==> src/rtl/dma_chan_pkg.sv <==
package dma_chan_pkg;

  typedef enum logic [2:0] {
    ST_IDLE = 3'd0,
    ST_REQ  = 3'd1,
    ST_RD   = 3'd2,
    ST_WR   = 3'd3,
    ST_ACK  = 3'd4
  } seq_state_e;

  // control word, bit 0 at the bottom
  typedef struct packed {
    logic [3:0] ack_len;
    logic       irq_en;
    logic [1:0] ddir;
    logic [1:0] sdir;
    logic [1:0] width;
    logic       burst;
    logic       run;
  } ctrl_t;

  localparam int CTRL_BITS = $bits(ctrl_t);

  localparam logic [2:0] OFF_CTRL   = 3'd0;
  localparam logic [2:0] OFF_SRC    = 3'd1;
  localparam logic [2:0] OFF_DST    = 3'd2;
  localparam logic [2:0] OFF_COUNT  = 3'd3;
  localparam logic [2:0] OFF_STATUS = 3'd4;

  function automatic logic [2:0] step_bytes(input logic [1:0] width);
    case (width)
      2'b00:   step_bytes = 3'd1;
      2'b01:   step_bytes = 3'd2;
      default: step_bytes = 3'd4;
    endcase
  endfunction

  function automatic logic dir_is_down(input logic [1:0] dir);
    dir_is_down = (dir == 2'b01);
  endfunction

endpackage

==> src/rtl/dma_addr_unit.sv <==
module dma_addr_unit
  import dma_chan_pkg::*;
#(
  parameter int AW = 32
) (
  input  logic          clk,
  input  logic          rst_n,
  input  logic          load,
  input  logic [AW-1:0] load_val,
  input  logic          step,
  input  logic [1:0]    dir,
  input  logic [1:0]    width,
  output logic [AW-1:0] addr
);

  function automatic logic [AW-1:0] next_addr(input logic [AW-1:0] cur,
                                              input logic [1:0] d,
                                              input logic [1:0] w);
    logic [AW-1:0] delta;
    delta = AW'(step_bytes(w));
    case (d)
      2'b00:   next_addr = cur + delta;
      2'b01:   next_addr = cur - delta;
      default: next_addr = cur;
    endcase
  endfunction

  always_ff @(posedge clk or negedge rst_n) begin
    if (!rst_n)    addr <= '0;
    else if (load) addr <= load_val;
    else if (step) addr <= next_addr(addr, dir, width);
  end

endmodule

==> src/rtl/dma_ack_timer.sv <==
module dma_ack_timer #(
  parameter int LW = 4
) (
  input  logic          clk,
  input  logic          rst_n,
  input  logic          start,
  input  logic          clr,
  input  logic [LW-1:0] len,
  output logic          active,
  output logic          last
);

  logic [LW-1:0] tick_q;

  assign last = active && (tick_q == len);

  always_ff @(posedge clk or negedge rst_n) begin
    if (!rst_n) begin
      active <= 1'b0;
      tick_q <= '0;
    end else if (clr) begin
      active <= 1'b0;
      tick_q <= '0;
    end else if (start) begin
      active <= 1'b1;
      tick_q <= '0;
    end else if (last) begin
      active <= 1'b0;
    end else if (active) begin
      tick_q <= tick_q + 1'b1;
    end
  end

endmodule

==> src/rtl/dma_chan_seq.sv <==
module dma_chan_seq
  import dma_chan_pkg::*;
#(
  parameter int AW  = 32,
  parameter int CW  = 16,
  parameter int DW  = 32,
  parameter int RAW = 3
) (
  input  logic           clk,
  input  logic           rst_n,
  input  logic           reg_we,
  input  logic [RAW-1:0] reg_addr,
  input  logic [DW-1:0]  reg_wdata,
  output logic [DW-1:0]  reg_rdata,
  output logic           bus_req,
  input  logic           bus_gnt,
  output logic           rd_stb,
  output logic [AW-1:0]  rd_addr,
  output logic           wr_stb,
  output logic [AW-1:0]  wr_addr,
  output logic [1:0]     xfer_size,
  output logic           ext_ack,
  output logic           irq
);

  localparam int BEATS_PER_GRANT = 4;
  localparam int BW = $clog2(BEATS_PER_GRANT);

  seq_state_e     state_q, state_d;
  ctrl_t          ctrl_q, ctrl_w;
  logic [CW-1:0]  cnt_q;
  logic [BW-1:0]  beat_q;
  logic           irq_q;

  // named internal events
  logic ctrl_wr, stat_wr, idle, busy;
  logic start_evt, reject_evt, abort_evt, beat_done, group_end, done_evt;
  logic ack_active, ack_last, start_legal;

  assign idle    = (state_q == ST_IDLE);
  assign busy    = !idle;
  assign ctrl_wr = reg_we && (reg_addr == RAW'(OFF_CTRL));
  assign stat_wr = reg_we && (reg_addr == RAW'(OFF_STATUS));
  assign ctrl_w  = ctrl_t'(reg_wdata[CTRL_BITS-1:0]);

  assign start_legal = (cnt_q != '0) &&
                       !(ctrl_w.burst && (dir_is_down(ctrl_w.sdir) || dir_is_down(ctrl_w.ddir)));
  assign start_evt   = ctrl_wr && ctrl_w.run && idle && start_legal;
  assign reject_evt  = ctrl_wr && ctrl_w.run && idle && !start_legal;
  assign abort_evt   = ctrl_wr && !ctrl_w.run && busy;
  assign beat_done   = (state_q == ST_WR);
  assign group_end   = beat_done &&
                       ((cnt_q == CW'(1)) || !ctrl_q.burst || (beat_q == BW'(BEATS_PER_GRANT - 1)));
  assign done_evt    = (state_q == ST_ACK) && ack_last && (cnt_q == '0) && !abort_evt;

  always_comb begin
    state_d = state_q;
    unique case (state_q)
      ST_IDLE: if (start_evt) state_d = ST_REQ;
      ST_REQ:  if (bus_gnt) state_d = ST_RD;
      ST_RD:   state_d = ST_WR;
      ST_WR:   state_d = group_end ? ST_ACK : ST_RD;
      ST_ACK:  if (ack_last) state_d = (cnt_q == '0) ? ST_IDLE : ST_REQ;
      default: state_d = ST_IDLE;
    endcase
    if (abort_evt) state_d = ST_IDLE;
  end

  always_ff @(posedge clk or negedge rst_n) begin
    if (!rst_n) begin
      state_q <= ST_IDLE;
      ctrl_q  <= '0;
      cnt_q   <= '0;
      beat_q  <= '0;
      irq_q   <= 1'b0;
    end else begin
      state_q <= state_d;

      if (ctrl_wr && idle) begin
        ctrl_q     <= ctrl_w;
        ctrl_q.run <= start_evt;
      end else if (abort_evt || done_evt) begin
        ctrl_q.run <= 1'b0;
      end

      if (idle && reg_we && (reg_addr == RAW'(OFF_COUNT)))
        cnt_q <= reg_wdata[CW-1:0];
      else if (beat_done && !abort_evt)
        cnt_q <= cnt_q - 1'b1;

      if (state_q == ST_REQ)
        beat_q <= '0;
      else if (beat_done)
        beat_q <= beat_q + 1'b1;

      if (done_evt && ctrl_q.irq_en)
        irq_q <= 1'b1;
      else if (stat_wr && reg_wdata[1])
        irq_q <= 1'b0;
    end
  end

  dma_addr_unit #(.AW(AW)) u_src (
    .clk      (clk),
    .rst_n    (rst_n),
    .load     (idle && reg_we && (reg_addr == RAW'(OFF_SRC))),
    .load_val (reg_wdata[AW-1:0]),
    .step     (beat_done && !abort_evt),
    .dir      (ctrl_q.sdir),
    .width    (ctrl_q.width),
    .addr     (rd_addr)
  );

  dma_addr_unit #(.AW(AW)) u_dst (
    .clk      (clk),
    .rst_n    (rst_n),
    .load     (idle && reg_we && (reg_addr == RAW'(OFF_DST))),
    .load_val (reg_wdata[AW-1:0]),
    .step     (beat_done && !abort_evt),
    .dir      (ctrl_q.ddir),
    .width    (ctrl_q.width),
    .addr     (wr_addr)
  );

  dma_ack_timer #(.LW(4)) u_ack (
    .clk    (clk),
    .rst_n  (rst_n),
    .start  (group_end && !abort_evt),
    .clr    (abort_evt),
    .len    (ctrl_q.ack_len),
    .active (ack_active),
    .last   (ack_last)
  );

  assign bus_req   = (state_q == ST_REQ) || (state_q == ST_RD) || (state_q == ST_WR);
  assign rd_stb    = (state_q == ST_RD);
  assign wr_stb    = (state_q == ST_WR);
  assign xfer_size = ctrl_q.width;
  assign ext_ack   = ack_active;
  assign irq       = irq_q;

  always_comb begin
    reg_rdata = '0;
    case (reg_addr)
      RAW'(OFF_CTRL):   reg_rdata = DW'(ctrl_q);
      RAW'(OFF_SRC):    reg_rdata = DW'(rd_addr);
      RAW'(OFF_DST):    reg_rdata = DW'(wr_addr);
      RAW'(OFF_COUNT):  reg_rdata = DW'(cnt_q);
      RAW'(OFF_STATUS): reg_rdata = DW'({irq_q, busy});
      default:          reg_rdata = '0;
    endcase
  end

endmodule

==> config.mk <==
export PLATFORM = sky130hd
export DESIGN_NAME = dma_chan_seq
export DESIGN_NICKNAME = d
export VERILOG_FILES = /design/src/rtl/dma_chan_pkg.sv /design/src/rtl/dma_addr_unit.sv /design/src/rtl/dma_ack_timer.sv /design/src/rtl/dma_chan_seq.sv
export SDC_FILE = /design/constraint.sdc
export NUM_CORES = 1
export LEC_CHECK = 0
export BUFFER_PORTS_ARGS = -buffer_cell sky130_fd_sc_hd__buf_2
export CORE_MARGIN = 2
export CORE_UTILIZATION = 60
export DETAILED_ROUTE_END_ITERATION = 12
export GPL_TIMING_DRIVEN = 0
export PLACE_DENSITY_LB_ADDON = 0.3
export SLEW_MARGIN = 20
export SYNTH_ARGS = -nofsm -noshare
export SYNTH_HDL_FRONTEND = slang
export SYNTH_SLANG_ARGS = --single-unit
==> constraint.sdc <==
create_clock -name clk -period 4.8 [get_ports clk]
set_input_delay 0.96 -clock clk [delete_from_list [all_inputs] [get_ports clk]]
set_output_delay 0.96 -clock clk [all_outputs]
set_load 0.03 [all_outputs]
==> run_results.csv <==
group,metric,value,unit
timing,worst_pin_slew,1.069,ns
worst_setup_path,crit_family,"compound AO/OA/AOI/OAI gates",
yosys,ys_seq_area_frac,0.3028,
yosys,synth-seq-cells,104,
yosys,syn_area_per_cell,8.700,µm²
worst_setup_path,cp-start-kind,"register",
worst_setup_path,required,5.11,ns
yosys,yosys.area_share.xor_xnor,0.05808,
cts,postCtsSetupRepairBufs,0,
outcome,outcome,"completed",
cells_and_area,drive_gt1_frac,0.1829,
routing,wl_per_cell,21.16,µm
yosys,synth.area.mux_share,0.02373,
worst_setup_path,crit_path_end_kind,"register",
cells_and_area,finalInstanceArea,0.009836,mm²
power_and_ir_drop,powerDensity,801.5,mW/mm²
yosys,yosys-top-cells-area,"dfrtp_1 30%, ha_1 9.6%, a22oi_1 4.3%, o21ai_0 3.9%, a21oi_1 3.8%",
worst_setup_path,cp_num_buf_inv,1,
cells_and_area,fin_nets,1245,
routing,via_per_inst,6.721,
timing,timing.final.crit_share,0.9084,
cts,cts_resized,0,
placed_design,io_buffers,138,
timing,skew,0.01044,ns
timing,tns,0,ns
global_routing,grt_pass1_wl,43770,µm
power_and_ir_drop,power_leakage,4.680,nW
worst_setup_path,r2r_start,"ctrl_q[5]$_DFFE_PN0P_",
yosys,synth_top_flop_cell,"dfrtp_1",
yosys,synth_fa_ha_area_frac,0.1007,
worst_setup_path,slowest_delay,0.86,ns
die,std_cell_rows,43,
die,fp.dieW,123.7,µm
routing,drc,0,
power_and_ir_drop,ir_drop,507.9,µV
yosys,ys_async_sr_fraction,1.000,
yosys,synth_edf_count,0,
routing,finalWirelength,28010,µm
hold_path,hold_path.class,"in -> async",
worst_setup_path,critical_path_class,"reg -> reg",
cells_and_area,layout_commonest_cell,"buf_2",
timing,slew_headroom,0.2829,
placed_design,place_area,0.009545,mm²
die,io_pins,142,
cells_and_area,fin_util,0.7058,
global_routing,grt_pass1_vias,8239,
cts,cts_tree,"yes",
power_and_ir_drop,power,7.883,mW
yosys,synthesis.nets,1095,
yosys,ys_warn_count,0,
yosys,yosysTopAreaCellShare,0.3028,
die,die_h,123.7,µm
global_routing,grt_usage,0.3777,
yosys,syn_area,0.008596,mm²
cts,htreeDepth,3,
timing,fmax,229.3,MHz
routing,firstDrtPassIters,5,
routing,drt_iter0_markers,1077,
yosys,yosys.area_share.simple,0.1610,
cts,clock_path_buffers,2,
yosys,synth_top_family_by_area,"compound AO/OA/AOI/OAI gates",
yosys,ys_types,84,
timing,hold_violations,0,
cells_and_area,most-common-layout-cells,"145 x buf_2, 104 x dfrtp_1, 86 x nand2_1",
die,start_util,0.6169,
timing,rsz0062_at_grt,"false",
cts,hold_buffers,0,
cts,root_buffer,"clkbuf_16",
cts,clock_latency,0.37,ns
die,die_area,0.01530,mm²
routing,ant_nets,0,
yosys,netlist_instances,988,
die,core-area,0.01393,mm²
cts,clock_sinks,104,
timing,fin_crit,4.360,ns
global_routing,antenna_found_initial,1,
global_routing,overflow,0,
job,maxCapViolations,0,
routing,vias,8899,
placed_design,dp_hpwl,21520,µm
worst_setup_path,worstPathArrival,4.67,ns
worst_setup_path,slowest_stage,"clkinv_1",
worst_setup_path,worstPathCellList,"nand2b_1 -> clkinv_1 -> ha_1 -> a2111oi_1 -> a211oi_2 -> nor4_4 -> o41ai_2 -> o211ai_2 -> nor2_2 -> nor4_1 -> a311o_1",
cts,path_clk_slew,0.08,ns
worst_setup_path,critPathMaxFanout,30,
worst_setup_path,crit_path_start,"ctrl_q[5]$_DFFE_PN0P_",
cells_and_area,syn2layout_area_growth,14.42,%
placed_design,globalplace.congestion,0.9972,
yosys,synth-compound-area-share,0.3090,
cts,cts_buffers,9,
timing,setup_violations,0,
global_routing,grt_max_degree,57,
yosys,yosysTopAreaCell,"dfrtp_1",
timing,final-max-slew-violation-count,0,
[where the power goes]
part	internal, mW	switching, mW
registers	1.29	0.621
logic	1.99	3.24
clock network	0.363	0.383
[layout make-up]
class | count | area (µm²)
clock buffers | 9 | 225.2
clock inverters | 7 | 62.56
flip-flops and latches | 104 | 2603
repair buffers | 139 | 724.4
multi-input cells | 806 | 5609
inverters | 27 | 101.3
diodes | 1 | 2.502
well taps | 180 | 225.2
fillers | 1140 | 4099
plain buffers | 51 | 282.8
[state kept, by name, indices dropped and copies added, names as in the netlist]
register and cells:
beat_q 2, ctrl_q 11, xfer_size 2, state_q 3, u_ack.active 1, cnt_q 16, u_src.addr 32, u_ack.tick_q 4
irq 1, u_dst.addr 32
[through the flow]
step	hold WS (ns)	instances	setup WS, ns
after floorplan	0.4538	988	1.270
after global placement	0.4704	1306	0.8224
after detailed placement	0.4993	1307	0.7930
after CTS	0.5170	1323	0.7840
after global routing	0.5371	1324	0.08011
final	0.5194	1324	0.4395
[cell families (layout without fill, tap and decap cells)]
group / Yosys count / after routing
compound gates: 380 / 380
other cells: 0 / 1
mux: 19 / 19
buf+inv: 78 / 233
simple gates: 282 / 282
fa+ha+maj: 68 / 68
flops: 104 / 104
xor+xnor: 57 / 57
[path summary, 6_finish.rpt]
path	endpoint	cells past startpoint	slack (ns)
setup / recovery	u_src.addr[31]$_DFFE_PN0P_	11	0.44
hold reg to reg	beat_q[1]$_DFFE_PN0P_	2	0.52
max in group asynchronous	u_dst.addr[24]$_DFFE_PN0P_	2	3.61
setup reg to reg	u_src.addr[31]$_DFFE_PN0P_	11	0.44
hold / removal	u_ack.tick_q[1]$_DFFE_PN0P_	1	0.52
min in group clk	beat_q[1]$_DFFE_PN0P_	2	0.52
[cells in the mapped netlist (21+ instances only)]
cell      count
dfrtp_1     104
a22o_1       29
xnor2_1      31
a22oi_1      49
a21oi_1      65
ha_1         66
nand3_1      21
nand2_1      86
inv_1        27
xor2_1       26
clkbuf_1     30
o21ai_1      30
a21o_1       26
a221o_1      26
nor2_1       70
o21ai_0      67
[per-layer routing]
layer | global-route usage | wire length, µm
met2 | 0.5807 | 12670
met4 | 0.1349 | 845
met1 | 0.5243 | 11140
met3 | 0.08562 | 3352
met5 | 0 | 0
Note: power is estimated with default switching activity, not from simulation.
